--- config.mk ---
export PLATFORM = sky130hd
export DESIGN_NAME = mc_core
export DESIGN_NICKNAME = d
export VERILOG_FILES = /design/src/rtl/mc_pkg.sv /design/src/rtl/mc_alu.sv /design/src/rtl/mc_regfile.sv /design/src/rtl/mc_ctrl.sv /design/src/rtl/mc_core.sv
export SDC_FILE = /design/constraint.sdc
export NUM_CORES = 2
export LEC_CHECK = 0
export ABC_AREA = 1
export CAP_MARGIN = 30
export CORE_MARGIN = 3
export CORE_UTILIZATION = 34
export DETAILED_ROUTE_END_ITERATION = 8
export PLACE_DENSITY = 0.48
export SLEW_MARGIN = 10
export SYNTH_ARGS = -nofsm -noshare
export SYNTH_HDL_FRONTEND = slang
export SYNTH_SLANG_ARGS = --single-unit
export TNS_END_PERCENT = 20
--- constraint.sdc ---
create_clock -name clk -period 4.4 [get_ports clk]
set_input_delay 0.88 -clock clk [delete_from_list [all_inputs] [get_ports clk]]
set_output_delay 0.88 -clock clk [all_outputs]
set_load 0.01 [all_outputs]
--- src/rtl/mc_pkg.sv ---
package mc_pkg;

  typedef enum logic [3:0] {
    S_IF, S_IW, S_ID, S_EA, S_MR, S_WB, S_MS, S_EX, S_RW, S_BR
  } state_t;

  // opcode and function encodings
  localparam logic [5:0] OP_RT  = 6'h00;
  localparam logic [5:0] OP_LW  = 6'h23;
  localparam logic [5:0] OP_SW  = 6'h2B;
  localparam logic [5:0] OP_BEQ = 6'h04;
  localparam logic [5:0] FN_ADD = 6'h20;
  localparam logic [5:0] FN_SUB = 6'h22;

  typedef enum logic [1:0] {
    BSEL_REG, BSEL_FOUR, BSEL_IMM, BSEL_BOFF
  } bsel_t;

  typedef struct packed {
    logic  iord;
    logic  pc_write;
    logic  pc_write_cond;
    logic  pc_src;
    logic  target_write;
    logic  a_sel;
    bsel_t b_sel;
    logic  alu_sub;
    logic  ir_write;
    logic  ab_write;
    logic  aluout_write;
    logic  mem_re;
    logic  mem_we;
    logic  rf_we;
    logic  rf_dst_rd;
    logic  rf_from_mem;
  } ctrl_t;

endpackage

--- src/rtl/mc_alu.sv ---
module mc_alu #(
  parameter int W = 32
) (
  input  logic [W-1:0] a,
  input  logic [W-1:0] b,
  input  logic         sub,
  output logic [W-1:0] y,
  output logic         zero
);
  always_comb begin
    y    = sub ? (a - b) : (a + b);
    zero = (y == '0);
  end
endmodule

--- src/rtl/mc_regfile.sv ---
module mc_regfile #(
  parameter int W    = 32,
  parameter int NREG = 32
) (
  input  logic                    clk,
  input  logic                    we,
  input  logic [$clog2(NREG)-1:0] waddr,
  input  logic [W-1:0]            wdata,
  input  logic [$clog2(NREG)-1:0] raddr1,
  input  logic [$clog2(NREG)-1:0] raddr2,
  output logic [W-1:0]            rdata1,
  output logic [W-1:0]            rdata2
);
  localparam int AW = $clog2(NREG);

  logic [W-1:0] regs [NREG];

  // R8 register 0 is never written
  always_ff @(posedge clk) begin
    if (we && waddr != '0) regs[waddr] <= wdata;
  end

  always_comb begin
    rdata1 = (raddr1 == AW'(0)) ? '0 : regs[raddr1];
    rdata2 = (raddr2 == AW'(0)) ? '0 : regs[raddr2];
  end
endmodule

--- src/rtl/mc_ctrl.sv ---
module mc_ctrl
  import mc_pkg::*;
(
  input  logic        clk,
  input  logic        rst,
  input  logic [5:0]  opcode,
  input  logic [5:0]  funct,
  output state_t      state,
  output ctrl_t       ctl
);
  state_t nxt;
  logic   is_arith;

  assign is_arith = (opcode == OP_RT) && (funct == FN_ADD || funct == FN_SUB);

  always_comb begin
    nxt = S_IF;
    unique case (state)
      S_IF: nxt = S_IW;
      S_IW: nxt = S_ID;
      S_ID: begin
        if (opcode == OP_LW || opcode == OP_SW) nxt = S_EA;
        else if (opcode == OP_BEQ)              nxt = S_BR;
        else if (is_arith)                      nxt = S_EX;
        else                                    nxt = S_IF; // unknown: back to fetch
      end
      S_EA: nxt = (opcode == OP_LW) ? S_MR : S_MS;
      S_MR: nxt = S_WB;
      S_EX: nxt = S_RW;
      default: nxt = S_IF;
    endcase
  end

  always_ff @(posedge clk) begin
    if (rst) state <= S_IF;
    else     state <= nxt;
  end

  always_comb begin
    ctl = '0;
    unique case (state)
      S_IF: begin
        ctl.mem_re   = 1'b1;
        ctl.b_sel    = BSEL_FOUR;
        ctl.pc_write = 1'b1;
      end
      S_IW: ctl.ir_write = 1'b1;
      S_ID: begin
        ctl.ab_write     = 1'b1;
        ctl.b_sel        = BSEL_BOFF;
        ctl.target_write = 1'b1;
      end
      S_EA: begin
        ctl.a_sel        = 1'b1;
        ctl.b_sel        = BSEL_IMM;
        ctl.aluout_write = 1'b1;
      end
      S_MR: begin
        ctl.iord   = 1'b1;
        ctl.mem_re = 1'b1;
      end
      S_WB: begin
        ctl.rf_we       = 1'b1;
        ctl.rf_from_mem = 1'b1;
      end
      S_MS: begin
        ctl.iord   = 1'b1;
        ctl.mem_we = 1'b1;
      end
      S_EX: begin
        ctl.a_sel        = 1'b1;
        ctl.b_sel        = BSEL_REG;
        ctl.alu_sub      = (funct == FN_SUB);
        ctl.aluout_write = 1'b1;
      end
      S_RW: begin
        ctl.rf_we     = 1'b1;
        ctl.rf_dst_rd = 1'b1;
      end
      S_BR: begin
        ctl.a_sel         = 1'b1;
        ctl.b_sel         = BSEL_REG;
        ctl.alu_sub       = 1'b1;
        ctl.pc_write_cond = 1'b1;
        ctl.pc_src        = 1'b1;
      end
      default: ctl = '0;
    endcase
  end
endmodule

--- src/rtl/mc_core.sv ---
module mc_core
  import mc_pkg::*;
#(
  parameter int          W        = 32,
  parameter int          NREG     = 32,
  parameter logic [31:0] RESET_PC = 32'h0000_0000
) (
  input  logic         clk,
  input  logic         rst,
  output logic [W-1:0] mem_addr,
  output logic         mem_re,
  output logic         mem_we,
  output logic [W-1:0] mem_wdata,
  input  logic [W-1:0] mem_rdata
);
  localparam int AW = $clog2(NREG);

  logic [W-1:0] pc_q, ir_q, a_q, b_q, tgt_q, aluout_q;
  state_t       state;
  ctrl_t        ctl;

  logic [5:0]   opcode, funct;
  logic [W-1:0] sx_imm, alu_a, alu_b, alu_y;
  logic         alu_zero, pc_en;
  logic [W-1:0] rf_rd1, rf_rd2, rf_wdata;
  logic [AW-1:0] rf_waddr;

  // field positions
  assign opcode = ir_q[31:26];
  assign funct  = ir_q[5:0];
  assign sx_imm = {{(W-16){ir_q[15]}}, ir_q[15:0]};

  mc_ctrl u_ctrl (
    .clk    (clk),
    .rst    (rst),
    .opcode (opcode),
    .funct  (funct),
    .state  (state),
    .ctl    (ctl)
  );

  always_comb begin
    alu_a = ctl.a_sel ? a_q : pc_q;
    unique case (ctl.b_sel)
      BSEL_REG:  alu_b = b_q;
      BSEL_FOUR: alu_b = W'(4);
      BSEL_IMM:  alu_b = sx_imm;
      default:   alu_b = sx_imm << 2;
    endcase
  end

  mc_alu #(.W(W)) u_alu (
    .a    (alu_a),
    .b    (alu_b),
    .sub  (ctl.alu_sub),
    .y    (alu_y),
    .zero (alu_zero)
  );

  assign rf_waddr = ctl.rf_dst_rd ? ir_q[11 +: AW] : ir_q[16 +: AW];
  assign rf_wdata = ctl.rf_from_mem ? mem_rdata : aluout_q;

  mc_regfile #(.W(W), .NREG(NREG)) u_rf (
    .clk    (clk),
    .we     (ctl.rf_we),
    .waddr  (rf_waddr),
    .wdata  (rf_wdata),
    .raddr1 (ir_q[21 +: AW]),
    .raddr2 (ir_q[16 +: AW]),
    .rdata1 (rf_rd1),
    .rdata2 (rf_rd2)
  );

  assign pc_en = ctl.pc_write | (ctl.pc_write_cond & alu_zero);

  always_ff @(posedge clk) begin
    if (rst) begin
      pc_q     <= W'(RESET_PC);
      ir_q     <= '0;
      a_q      <= '0;
      b_q      <= '0;
      tgt_q    <= '0;
      aluout_q <= '0;
    end else begin
      if (pc_en)            pc_q     <= ctl.pc_src ? tgt_q : alu_y;
      if (ctl.ir_write)     ir_q     <= mem_rdata;
      if (ctl.ab_write)     begin a_q <= rf_rd1; b_q <= rf_rd2; end
      if (ctl.target_write) tgt_q    <= alu_y;
      if (ctl.aluout_write) aluout_q <= alu_y;
    end
  end

  assign mem_addr  = ctl.iord ? aluout_q : pc_q;
  assign mem_re    = ctl.mem_re;
  assign mem_we    = ctl.mem_we;
  assign mem_wdata = b_q;


  rw_excl_chk: assert property (@(posedge clk) disable iff (rst)
    !(mem_re && mem_we));


  we_last_chk: assert property (@(posedge clk) disable iff (rst)
    mem_we |=> (mem_re && mem_addr == pc_q));


  br_taken_chk: assert property (@(posedge clk) disable iff (rst)
    (state == S_BR && a_q == b_q) |=> (pc_q == $past(tgt_q)));


  br_fall_chk: assert property (@(posedge clk) disable iff (rst)
    (state == S_BR && a_q != b_q) |=> $stable(pc_q));


  pc_hold_chk: assert property (@(posedge clk) disable iff (rst)
    (state != S_IF && state != S_BR) |=> $stable(pc_q));


  ir_hold_chk: assert property (@(posedge clk) disable iff (rst)
    (state != S_IW) |=> $stable(ir_q));

endmodule

; ---- Word level (Yosys, flattened, before mapping)
; Memory sizes are Yosys's and may differ from the RTL's. A register that Yosys moved wholly into a read port is not among the register bits.
; Index checks and enable logic that the tools add are counted.
[word_totals]
input_bits = 34
n_memories = 1
ram_bits = 1024
wordCells = 78
reg_bits = 196
output_inout_bits = 66
[classes]
n_bitwise = 2
mux = 34
n_eq_ne = 16
n_addsub = 2
reduce_logical = 16
[memory_table]
columns = name, words, word_bits, read_ports, rd_ports_with_merged_regs, wr, line_no
row1 = u_rf.regs, 32, 32, 2, 2, 1, mc_regfile.sv:16  ; logic [W-1:0] regs [NREG];
[ops]
columns = cell, count
row1 = $mux 32, 7
row2 = $pmux 32 s3, 1
row3 = $add 32x32->32, 1
row4 = $logic_not 32->1, 1
row5 = $sub 32x32->32, 1
row6 = $mux 5, 5
row7 = $eq 6x6->1 const B, 4
row8 = $pmux 4 s6, 1
row9 = $eq 4x3->1 const B, 4
row10 = $mux 1, 13
row11 = $logic_not 5->1, 2
row12 = $eq 4x2->1 const B, 2
row13 = $eq 4x4->1 const B, 2
row14 = $mux 4, 2
row15 = $reduce_or 2->1, 4
row16 = $eq 6x3->1 const B, 1
row17 = $logic_not 6->1, 1
row18 = $pmux 2 s3, 1
row19 = $reduce_bool 5->1, 1
row20 = $eq 4x1->1 const B, 1
row21 = $logic_not 4->1, 1
row22 = $mux 2, 2
row23 = $mux 3, 1
row24 = $reduce_or 3->1, 1
row25 = other kinds (8), 10

; ---- Logic depth before layout (Yosys ltp)
[depth]
ltp_word = 9
ltp_mapped = 36
mapped_depth_nobuf = 34

; ---- Hierarchy
; Synthesis repeated with hierarchy kept, for this count alone.
[unflattened]
cells_unflattened = 8005
area_unflattened_um2 = 64613.2
[modules_own_cells]
columns = mod, area_each_um2, n_inst, seq_area_each_um2, cells_each
row1 = mc_regfile, 52110.0, 1, 30749.5, 5975
row2 = mc_core, 8663.3, 1, 3843.7, 1269
row3 = mc_alu, 3438.3, 1, 0.0, 693
row4 = mc_ctrl, 401.6, 1, 80.1, 68

; ---- Least setup slack after synthesis
; Ideal clock, no wire load.
[synth_timing]
path_type = register to register
start = reg u_ctrl.state[2]
end = reg pc_q[10]
setup_slack_ns = -0.094
period_less_slack_ns = 4.494
arrival_time_ns = 4.379
required_time_ns = 4.285
setup_ns = 0.115
path_buffers = 2
stages_incl_launch_ff = 33
path_cell_list = dfxtp_1 -> nor2_4 -> nand2_4 -> buf_6 -> nand2_1 -> nand2_1 -> inv_1 -> ha_1 -> inv_1 -> nor3_2 -> nand2_1 -> nor2_1 -> nand3_1 -> nor2_1 -> nand2_1 -> o21ai_2 -> o21ai_1 -> a21oi_1 -> xor2_1 -> ha_1 -> nand2_1 -> inv_1 -> a21oi_1 -> o21ai_0 -> nor2_1 -> nand2_1 -> xnor2_1 -> nand2_1 -> nor3_1 -> nand3_4 -> buf_4 -> a21oi_1 -> nor2_1
[synth_via]
elab_chain_len = 9
word_cells_on_any_way = 23
cone_classes = 2 x add/sub / 6 x eq/ne / 9 x mux / 2 x bitwise / 4 x reduce/logical
[synth_lines]
columns = element, line_no
row1 = start: declaration, mc_ctrl.sv:8  ; output state_t state,
row2 = start signal: assignment, mc_ctrl.sv:36  ; else state <= nxt;
row3 = $eq 4x2->1 (tied with other cells), mc_ctrl.sv:41  ; unique case (state)
row4 = $pmux 2 s3 / $reduce_or 3->1 (equally long branches), -
row5 = $eq 2x2->1 (tied with other cells), mc_core.sv:44  ; unique case (ctl.b_sel)
row6 = $pmux 32 s3 / $mux 32 (equally long branches), "mc_core.sv:44, mc_core.sv:43"
row7 = $add 32x32->32 / $sub 32x32->32 (equally long branches), mc_alu.sv:11  ; y = sub ? (a - b) : (a + b);
row8 = $mux 32, mc_alu.sv:11
row9 = $logic_not 32->1, mc_alu.sv:12  ; zero = (y == '0);
row10 = $and 1x1->1, mc_core.sv:74  ; assign pc_en = ctl.pc_write | (ctl.pc_write_cond & alu_zero);
row11 = $or 1x1->1, mc_core.sv:74
row12 = end signal: assignment, mc_core.sv:78  ; pc_q <= W'(RESET_PC);
row13 = end signal: assignment, mc_core.sv:85  ; if (pc_en) pc_q <= ctl.pc_src ? tgt_q : alu_y;
row14 = end: declaration, mc_core.sv:18  ; logic [W-1:0] pc_q, ir_q, a_q, b_q, tgt_q, aluout_q;
; Several ways; a longest one is shown, not always the timed one.
; A chain may end at the register's enable or synchronous reset.

; ---- Final worst setup path
[layout_timing]
start = reg u_ctrl.state[3]
end = reg pc_q[11]
; The elaborated chain is that of the path after synthesis.

==> flow_summary.json <==
{
  "firstDrtPassIters": 6,
  "worst_slew_pin_slew_ns": 1.03,
  "rsz0062_at_grt": "true",
  "maxSlewViolCount": 0,
  "ir_drop_mv": 0.318,
  "synth-seq-cells": 1230,
  "netlist_area_um2": 61300,
  "ys_warn_count": 0,
  "dr_wl_met3_mm": 18.7,
  "period_share_pct": 105,
  "cp_max_fo": 8,
  "grt_max_degree": 132,
  "outcome": "finished, violations left",
  "drtIter0Drc": 6025,
  "fin_cells": 8894,
  "hold_viol": 0,
  "routed_wl_mm": 246,
  "num_io_pins": 100,
  "ant_nets": 0,
  "vias": 52097,
  "viasPerCell": 5.86,
  "cp_common_cell": "nor2_4",
  "arrival_ns": 5.31,
  "holdWs_ns": 0.455,
  "globalRouteOverflowTotal": 0,
  "wl_met2_mm": 112,
  "start_util_pct": 34.3,
  "max_freq_mhz": 215,
  "fin_worst_skew_ns": 0.0406,
  "area_growth_pct": 20.4,
  "synth_area_per_cell_um2": 9.87,
  "setup_violations": 32,
  "tritoncts": "yes",
  "period_needed_ns": 4.64,
  "place_inst": 8602,
  "clock_path_buffers": 3,
  "critPathCaptureType": "register",
  "power_leakage_nw": 25.8,
  "layout-drive-gt1-share_pct": 14.7,
  "clock-sinks": 1230,
  "cts_buffers": 141,
  "max_slew_margin_pct": 31.6,
  "setup_slack_ns": -0.241,
  "critPathLaunchType": "register",
  "hold_path.class": "register to register",
  "worst_path_max_delay_cell": "dfxtp_4",
  "gp_congestion": 0.947,
  "pre_cts_ws_ns": -0.537,
  "yosys_most_used_dff": "edfxtp_1",
  "crit_type": "register to register",
  "clock_latency_ns": 0.79,
  "max_stage_delay_ns": 0.35,
  "grt_pass1_wl_mm": 347,
  "dieArea_um2": 186000,
  "wl_per_cell_um": 27.6,
  "power-per-cell-area_nw_per_um2": 554,
  "die_w_um": 431,
  "syn_inst": 6216,
  "violations": "negative setup slack",
  "core-area_um2": 179000,
  "required_ns": 5.07,
  "die_h_um": 431,
  "synth_cell_type_count": 54,
  "clkSlewWorstSetupHoldPaths_ns": 0.06,
  "track_usage_pct": 25.5,
  "synth_edf_count": 1024,
  "hold_buffers": 0,
  "grt_pass1_vias": 49135,
  "async_flop_share_pct": 0,
  "hpwl_mm": 146,
  "highest_layer": "met5",
  "final_core_util_pct": 41.3,
  "antenna_found_initial": 7,
  "drv_cap": 0,
  "fin_nets": 6500,
  "fp-row-count": 155,
  "wl_met1_mm": 104,
  "drc": 0,
  "io_buffer_count": 99,
  "cts.root.buffer_cell": "clkbuf_16",
  "h-tree-depth": 4,
  "yosysSeqAreaShare_pct": 56.9
}
[report_power, final]
part | internal [mW] | switching [mW] | total [mW]
logic | 5.78 | 9.64 | 15.4
clock network | 6.95 | 4.94 | 11.9
registers | 13.1 | 0.471 | 13.6
[cells in the final DEF (no fill, tap or decap), types with 21 or more instances in the layout]
cell             instances
clkinv_2                23
xor2_1                  27
a32oi_1                256
nand2_1               1264
a21oi_1                384
o21ai_0                392
nor2_4                  50
edfxtp_1              1024
conb_1                  32
a21oi_2                 29
o221ai_1               256
inv_1                  266
clkdlybuf4s50_1         98
dfxtp_1                192
nor2_1                 412
o211ai_1               310
mux2i_1                256
inv_2                   26
nand3_1                260
clkinv_1                21
buf_12                  69
nand3_2                 34
o21ai_2                 25
clkbuf_16              148
nand2_2                 47
clkbuf_1                29
buf_4                  365
[sequential cells by signal, indices dropped and copies added (netlist names), named ones only]
name / flops
ir_q: 32
tgt_q: 32
aluout_q: 32
u_ctrl.state: 4
u_rf.regs: 1024
a_q: 32
mem_wdata: 32
pc_q: 32
[repair_timing]
action,in CTS,in global routing
pin swaps,26,81
cloned,4,3
gates resized for setup,78,189
endpoints found under the setup margin,47,49
buffers inserted,14,22
[worst paths after layout]
check	from	end	slack, ns	depth (start not counted)
setup reg to reg	u_ctrl.state[3]$_SDFF_PP0_	pc_q[11]$_SDFFE_PP0P_	-0.24	34
setup / recovery	u_ctrl.state[3]$_SDFF_PP0_	pc_q[11]$_SDFFE_PP0P_	-0.24	34
hold reg to reg	tgt_q[1]$_SDFFE_PP0P_	tgt_q[1]$_SDFFE_PP0P_	0.45	2
hold / removal	tgt_q[1]$_SDFFE_PP0P_	tgt_q[1]$_SDFFE_PP0P_	0.45	2
[metrics by stage]
stage / power, mW / TNS, ns / cell area, um2
2_1_floorplan: 21.7 / 0 / 61500
3_3_place_gp: 27.8 / -13.42 / 67700
3_5_place_dp: 27.8 / -16.90 / 67800
4_1_cts: 40.1 / -7.46 / 72800
5_1_grt: 42.8 / -15.07 / 73800
6_report: 40.9 / -6.11 / 73800
[layer usage]
layer / track usage [%] / vias up
li1: - / 23239
met1: 34.4 / 25983
met2: 40.4 / 2359
met3: 4.19 / 508
met4: 11.1 / 8
met5: 0 / -
[worst max-delay path, delay by kind of cell, from the launching register on]
family	cells	cell delay, ns
AND/OR/NAND/NOR	22	2.48
buffers and inverters	8	1.02
flip-flops	1	0.35
adder cells (fa/ha/maj)	1	0.34
AO/OA/AOI/OAI	2	0.17
XOR/XNOR	1	0.16
[cells by family after synthesis]
family                     synth area share, %
DFF                                       56.9
adders and majority gates                0.685
xor gates and xnor gates                 0.557
and+or+nand+nor                           14.3
muxes                                     4.18
AOI/OAI and AO/OA                         18.4
buffers and inverters                     5.04
other                                  0.00611
[synthesized netlist by cell type (all sizes together), types with 3 or more instances]
master	count	area, um2
or2	4	25.0
nor3	23	151
o21a	3	22.5
o21bai	3	22.5
dfxtp	206	4120
a31oi	3	18.8
clkbuf	461	1730
o211ai	310	2330
xnor2	8	70.1
xor2	31	272
a21oi	420	2100
buf	47	234
nand4	19	125
nand2	1321	4980
mux2i	256	2560
nand3b	5	37.5
ha	32	400
inv	296	1110
edfxtp	1024	30700
clkinv	4	16.3
o21ai	441	2210
o221ai	258	2270
nand3	297	1600
nor2	474	1800
a32oi	256	2240
[final cells by class]
cell class	count	area, um2
Inverter	300	1150
Clock buffer	180	3810
Antenna cell	1	2.50
Timing Repair Buffer	551	5440
Fill cell	17100	105000
Clock inverter	68	779
Tap cell	2355	2950
Sequential cell	1230	34900
Multi-Input combinational cell	4209	24800
(Power assumes the default switching activity.)
